[config.mk]
export PLATFORM = sky130hd
export DESIGN_NAME = qsram_port_ctl
export DESIGN_NICKNAME = d
export VERILOG_FILES = /design/src/rtl/qsram_pkg.sv /design/src/rtl/qsram_cmd_seq.sv /design/src/rtl/qsram_wr_lanes.sv /design/src/rtl/qsram_rd_capture.sv /design/src/rtl/qsram_port_ctl.sv
export SDC_FILE = /design/constraint.sdc
export NUM_CORES = 1
export LEC_CHECK = 0
export ABC_AREA = 1
export ABC_CLOCK_PERIOD_IN_PS = 1400
export BUFFER_PORTS_ARGS = -buffer_cell sky130_fd_sc_hd__buf_2
export CAP_MARGIN = 40
export CORE_UTILIZATION = 45
export DETAILED_ROUTE_END_ITERATION = 10
export GPL_TIMING_DRIVEN = 0
export PLACE_DENSITY = 0.88
export SYNTH_ARGS = -nofsm -noshare
export SYNTH_HDL_FRONTEND = slang
export SYNTH_SLANG_ARGS = --single-unit
[constraint.sdc]
create_clock -name clk -period 1.4 [get_ports clk]
set_input_delay 0.14 -clock clk [delete_from_list [all_inputs] [get_ports clk]]
set_output_delay 0.14 -clock clk [all_outputs]
set_load 0.005 [all_outputs]
[src/rtl/qsram_pkg.sv]
package qsram_pkg;
   localparam int unsigned LANE_W = 9;
   localparam int unsigned BL2    = 2;
   localparam int unsigned BL4    = 4;
   localparam logic        SEL_ON  = 1'b0;
   localparam logic        SEL_OFF = 1'b1;
endpackage

[src/rtl/qsram_cmd_seq.sv]
module qsram_cmd_seq #(
   parameter int unsigned ADDR_W = 19,
   parameter int unsigned BURST  = 2
) (
   input  logic              clk,
   input  logic              rst_n,
   input  logic              rd_req,
   input  logic [ADDR_W-1:0] rd_addr,
   input  logic              wr_req,
   input  logic [ADDR_W-1:0] wr_addr,
   output logic              wr_take,
   output logic              wr_stall,
   output logic              rps_n,
   output logic              wps_n,
   output logic [ADDR_W-1:0] addr_hi,
   output logic [ADDR_W-1:0] addr_lo
);
   import qsram_pkg::*;

   generate
      if (BURST == BL2) begin : g_two_edge
         logic [ADDR_W-1:0] a_rise_q, a_fall_q;
         assign wr_stall = 1'b0;
         always_ff @(posedge clk) begin
            if (!rst_n) begin
               a_rise_q <= '0;
               a_fall_q <= '0;
            end else begin
               if (rd_req) a_rise_q <= rd_addr;
               if (wr_req) a_fall_q <= wr_addr;
            end
         end
         assign addr_hi = a_rise_q;
         assign addr_lo = a_fall_q;
      end else begin : g_one_edge
         logic [ADDR_W-1:0] a_one_q;
         assign wr_stall = rd_req & wr_req;
         always_ff @(posedge clk) begin
            if (!rst_n) begin
               a_one_q <= '0;
            end else if (rd_req) begin
               a_one_q <= rd_addr;
            end else if (wr_req) begin
               a_one_q <= wr_addr;
            end
         end
         assign addr_hi = a_one_q;
         assign addr_lo = a_one_q;
      end
   endgenerate

   assign wr_take = wr_req & ~wr_stall;

   always_ff @(posedge clk) begin
      if (!rst_n) begin
         rps_n <= SEL_OFF;
         wps_n <= SEL_OFF;
      end else begin
         rps_n <= rd_req  ? SEL_ON : SEL_OFF;
         wps_n <= wr_take ? SEL_ON : SEL_OFF;
      end
   end
endmodule

[src/rtl/qsram_wr_lanes.sv]
module qsram_wr_lanes #(
   parameter int unsigned HALF_W = 18,
   parameter int unsigned NBW    = 2
) (
   input  logic                clk,
   input  logic                rst_n,
   input  logic                take,
   input  logic [2*HALF_W-1:0] wr_data,
   input  logic [2*NBW-1:0]    wr_be,
   output logic [HALF_W-1:0]   d_hi,
   output logic [HALF_W-1:0]   d_lo,
   output logic [NBW-1:0]      bws_n_hi,
   output logic [NBW-1:0]      bws_n_lo
);
   always_ff @(posedge clk) begin
      if (!rst_n) begin
         d_hi <= '0;
         d_lo <= '0;
      end else if (take) begin
         d_hi <= wr_data[HALF_W-1:0];
         d_lo <= wr_data[2*HALF_W-1:HALF_W];
      end
   end

   for (genvar g = 0; g < NBW; g++) begin : g_lane
      always_ff @(posedge clk) begin
         if (!rst_n) begin
            bws_n_hi[g] <= 1'b1;
            bws_n_lo[g] <= 1'b1;
         end else begin
            bws_n_hi[g] <= ~(take & wr_be[g]);
            bws_n_lo[g] <= ~(take & wr_be[NBW+g]);
         end
      end
   end
endmodule

[src/rtl/qsram_rd_capture.sv]
module qsram_rd_capture #(
   parameter int unsigned HALF_W = 18,
   parameter int unsigned RD_LAT = 3
) (
   input  logic                clk,
   input  logic                rst_n,
   input  logic                issue,
   input  logic [HALF_W-1:0]   q_hi,
   input  logic [HALF_W-1:0]   q_lo,
   output logic [2*HALF_W-1:0] rd_data,
   output logic                rd_valid
);
   logic [RD_LAT-1:0] pend_q;

   generate
      if (RD_LAT == 1) begin : g_lat_one
         always_ff @(posedge clk) begin
            if (!rst_n) pend_q <= '0;
            else        pend_q <= issue;
         end
      end else begin : g_lat_many
         always_ff @(posedge clk) begin
            if (!rst_n) pend_q <= '0;
            else        pend_q <= {pend_q[RD_LAT-2:0], issue};
         end
      end
   endgenerate

   always_ff @(posedge clk) begin
      if (!rst_n) begin
         rd_valid <= 1'b0;
         rd_data  <= '0;
      end else begin
         rd_valid <= pend_q[RD_LAT-1];
         if (pend_q[RD_LAT-1]) rd_data <= {q_lo, q_hi};
      end
   end
endmodule

[src/rtl/qsram_port_ctl.sv]
module qsram_port_ctl #(
   parameter int unsigned ADDR_W = 19,
   parameter int unsigned HALF_W = 18,
   parameter int unsigned BURST  = 2,
   parameter int unsigned RD_LAT = 3,
   localparam int unsigned NBW   = HALF_W / qsram_pkg::LANE_W
) (
   input  logic                clk,
   input  logic                rst_n,
   input  logic                usr_rd_req,
   input  logic [ADDR_W-1:0]   usr_rd_addr,
   input  logic                usr_wr_req,
   input  logic [ADDR_W-1:0]   usr_wr_addr,
   input  logic [2*HALF_W-1:0] usr_wr_data,
   input  logic [2*NBW-1:0]    usr_wr_be,
   output logic                usr_wr_stall,
   output logic [2*HALF_W-1:0] usr_rd_data,
   output logic                usr_rd_valid,
   output logic                mem_rps_n,
   output logic                mem_wps_n,
   output logic [ADDR_W-1:0]   mem_addr_hi,
   output logic [ADDR_W-1:0]   mem_addr_lo,
   output logic [HALF_W-1:0]   mem_d_hi,
   output logic [HALF_W-1:0]   mem_d_lo,
   output logic [NBW-1:0]      mem_bws_n_hi,
   output logic [NBW-1:0]      mem_bws_n_lo,
   input  logic [HALF_W-1:0]   mem_q_hi,
   input  logic [HALF_W-1:0]   mem_q_lo
);
   import qsram_pkg::*;

   generate
      if (HALF_W % LANE_W != 0) begin : g_bad_width
         $error("HALF_W must be a whole number of 9-bit lanes");
      end
      if (BURST != BL2 && BURST != BL4) begin : g_bad_burst
         $error("BURST must be 2 or 4");
      end
      if (RD_LAT < 1) begin : g_bad_lat
         $error("RD_LAT must be at least 1");
      end
      if (ADDR_W < 1) begin : g_bad_addr
         $error("ADDR_W must be at least 1");
      end
   endgenerate

   logic wr_take;

   qsram_cmd_seq #(.ADDR_W(ADDR_W), .BURST(BURST)) cmd_i (
      .clk      (clk),
      .rst_n    (rst_n),
      .rd_req   (usr_rd_req),
      .rd_addr  (usr_rd_addr),
      .wr_req   (usr_wr_req),
      .wr_addr  (usr_wr_addr),
      .wr_take  (wr_take),
      .wr_stall (usr_wr_stall),
      .rps_n    (mem_rps_n),
      .wps_n    (mem_wps_n),
      .addr_hi  (mem_addr_hi),
      .addr_lo  (mem_addr_lo)
   );

   qsram_wr_lanes #(.HALF_W(HALF_W), .NBW(NBW)) wr_i (
      .clk      (clk),
      .rst_n    (rst_n),
      .take     (wr_take),
      .wr_data  (usr_wr_data),
      .wr_be    (usr_wr_be),
      .d_hi     (mem_d_hi),
      .d_lo     (mem_d_lo),
      .bws_n_hi (mem_bws_n_hi),
      .bws_n_lo (mem_bws_n_lo)
   );

   qsram_rd_capture #(.HALF_W(HALF_W), .RD_LAT(RD_LAT)) rd_i (
      .clk      (clk),
      .rst_n    (rst_n),
      .issue    (usr_rd_req),
      .q_hi     (mem_q_hi),
      .q_lo     (mem_q_lo),
      .rd_data  (usr_rd_data),
      .rd_valid (usr_rd_valid)
   );
endmodule

==> results.ini <==
[status]
outcome=finished with violations
violations=design-rule violations

[detailed_routing]
first_pass_iters=8
wl_um=15200
drc_errors=14
detail_route.wl_per_cell_um=14.2
ant_nets=0
dr.first_iter.drc_count=190
vias=5031
vias_per_cell=4.70

[global_route]
first_global_vias=5235
gr-usage-all-layers_pct=31.7
grt-ovfl-total=0
grt_antenna_before_repair=0
grt_max_degree=17
grt_pass1_wl_um=23800

[floorplan]
die_area_mm2=0.00962
ios=236
die_height_um=98.1
die_x_um=98.1
start_util_pct=46.9
core-area_mm2=0.00885
std_cell_rows=34

[timing]
setup_violations=0
slew_viol_final=0
hold_viol_final=0
period_minus_slack_ns=1.36
max_freq_mhz=737
worst_slack_ns=0.0431
clock_skew_ns=0.00595
rsz0062_at_grt=false
min_period_over_period_pct=96.9
timing.setup.tns_ns=0

[critical_path]
r2r_end=rd_i.rd_data[16]$_SDFFE_PN0P_
worst-setup-path-type=in2reg
required_ns=1.78
critPathArrivalTime_ns=1.74
end_kind=register
cp_max_fo=11
cp-start-kind=input port
r2r_start=rd_i.pend_q[2]$_SDFF_PN0_
rr_worst_depth=4
rrSetupSlack_ns=0.18

[pwr]
power_frac_clock_pct=48.2
p_sw_mw=2.15
vdd_ir_drop_max_uv=850
p_per_area_mw_per_mm2=1240
switching_share_pct=23.5
seqPwrFrac_pct=40.2
p_int_mw=7.01
leakagePower_nw=4.12
pwr-share-comb_pct=11.5

[cts]
cts.sinks=120
cts_tree=built
cts_buffers=17
cts_max_level=4
clockRootBuffer=clkbuf_8
clk-insertion-delay-late_ns=0.49
cts.clk_slew.worst_paths_ns=0.06
cts.path.max_buffers=2

[synth]
synth_fp_nets=686
ys_ff_latch=120
avgSynthCellArea_um2=7.31
ys_types=12
synthesis.area_mm2=0.00415
syn_inst=568
yosysWarnings=0
ys_seq_area_share_pct=57.8

[cells_and_area]
fin_nets=1067
drive_gt1_share_pct=30.7
n_antenna_cell=0
mostFrequentLayoutCells=nand2_1 (302), buf_2 (252), dlygate4sd3_1 (130)
syn2layout_area_growth_pct=77.2
layout_commonest_cell=nand2_1

[min_path]
worstHoldPathType=in2reg
holdPathStages=4
min-delay-start=rst_n
hold_end=rd_i.rd_data[25]$_SDFFE_PN0P_

[place]
io_buffers=233
place_congestion=0.775
pre_cts_ws_ns=0.288
hpwl_um=7740

[run]
cap_violations=0

## metrics by stage
step	power, mW	std cells	hold WS [ns]	instance area [µm²]	utilization (%)
after floorplan	4.05	568	0.209	4150	-
after detailed placement	4.45	909	0.313	5450	61.6
after global routing	9.46	1070	0.117	7360	83.2
after CTS	9.12	1071	0.0958	7360	83.2
final	9.16	1070	0.126	7360	83.2
after global placement	4.43	909	0.310	5450	61.6
## worst max path at each step
stage                                         start                              to  slack, ns  depth (start not counted)
after floorplan           rd_i.pend_q[2]$_SDFF_PN0_   rd_i.rd_data[10]$_SDFFE_PN0P_       0.47                          4
after global routing                     usr_rd_req  cmd_i.addr_hi[18]$_SDFFE_PN0P_       0.01                          6
after CTS                                usr_rd_req   cmd_i.addr_hi[3]$_SDFFE_PN0P_       0.04                          8
after detailed placement  rd_i.pend_q[2]$_SDFF_PN0_   rd_i.rd_data[10]$_SDFFE_PN0P_       0.29                          4
final                                    usr_rd_req   cmd_i.addr_hi[6]$_SDFFE_PN0P_       0.04                          7
after global placement                        rst_n       wr_i.d_hi[2]$_SDFFE_PN0P_       0.30                          6
## power groups by stage
stage	Sequential [mW]	Combinational (mW)	Clock (mW)
after floorplan	3.76	0.288	0
after global placement	3.74	0.691	0
after detailed placement	3.74	0.706	0
after CTS	3.67	0.990	4.46
after global routing	3.70	1.15	4.62
final	3.68	1.06	4.42
## metal layers
metal  wire (µm)  track usage, %
met4         820            21.4
met2        7870            59.7
met1        5500            30.5
met3         956            7.30
met5           0               0
## cell usage after synthesis (all sizes together)
cell type | n | share of area [%]
inv | 42 | 3.8
buf | 25 | 3.5
conb | 1 | 0.090
clkbuf | 3 | 0.27
dfxtp | 120 | 58
nor2 | 74 | 7.1
nand2 | 303 | 27
## final cells by class
type                       instances  area, µm²
timing repair buffer             363       2470
sequential                       120       2400
fill                             483       1490
multi-input combinational        378       1440
clock buffer                      19        442
clock inverter                    13        168
inverter                          42        158
buffer                            27        151
tap                              108        135
## sequential cells by signal, indices dropped and copies added, names as in the netlist
signal         cells
rd_i.rd_data      36
cmd_i.addr_hi     19
cmd_i.addr_lo     19
wr_i.d_hi         18
wr_i.d_lo         18
rd_i.pend_q        3
wr_i.bws_n_hi      2
wr_i.bws_n_lo      2
cmd_i.rps_n        1
cmd_i.wps_n        1
rd_i.rd_valid      1
## worst max-delay path, stage by stage
cell	delay [ns]
dlygate4sd3_1	0.54
buf_2	0.15
nand2_1	0.10
inv_2	0.10
nand2_1	0.09
nand2_1	0.06
dlygate4sd3_1	0.56
## cell families (layout without fill, tap and decap cells)
group / Yosys count / after routing / synth area share, %
AND/OR/NAND/NOR: 377 / 377 / 34.5
flip-flops: 120 / 120 / 57.8
other: 1 / 1 / 0.0903
buffers and inverters: 70 / 464 / 7.56
## repair_timing
item / CTS / global route
gates resized for setup: 0 / 1
buffers inserted: 0 / 0
hold buffers: 130 / 0
endpoints found under the hold margin: 116 / 0
endpoints found under the setup margin: 0 / 8
(Power assumes the default switching activity.)
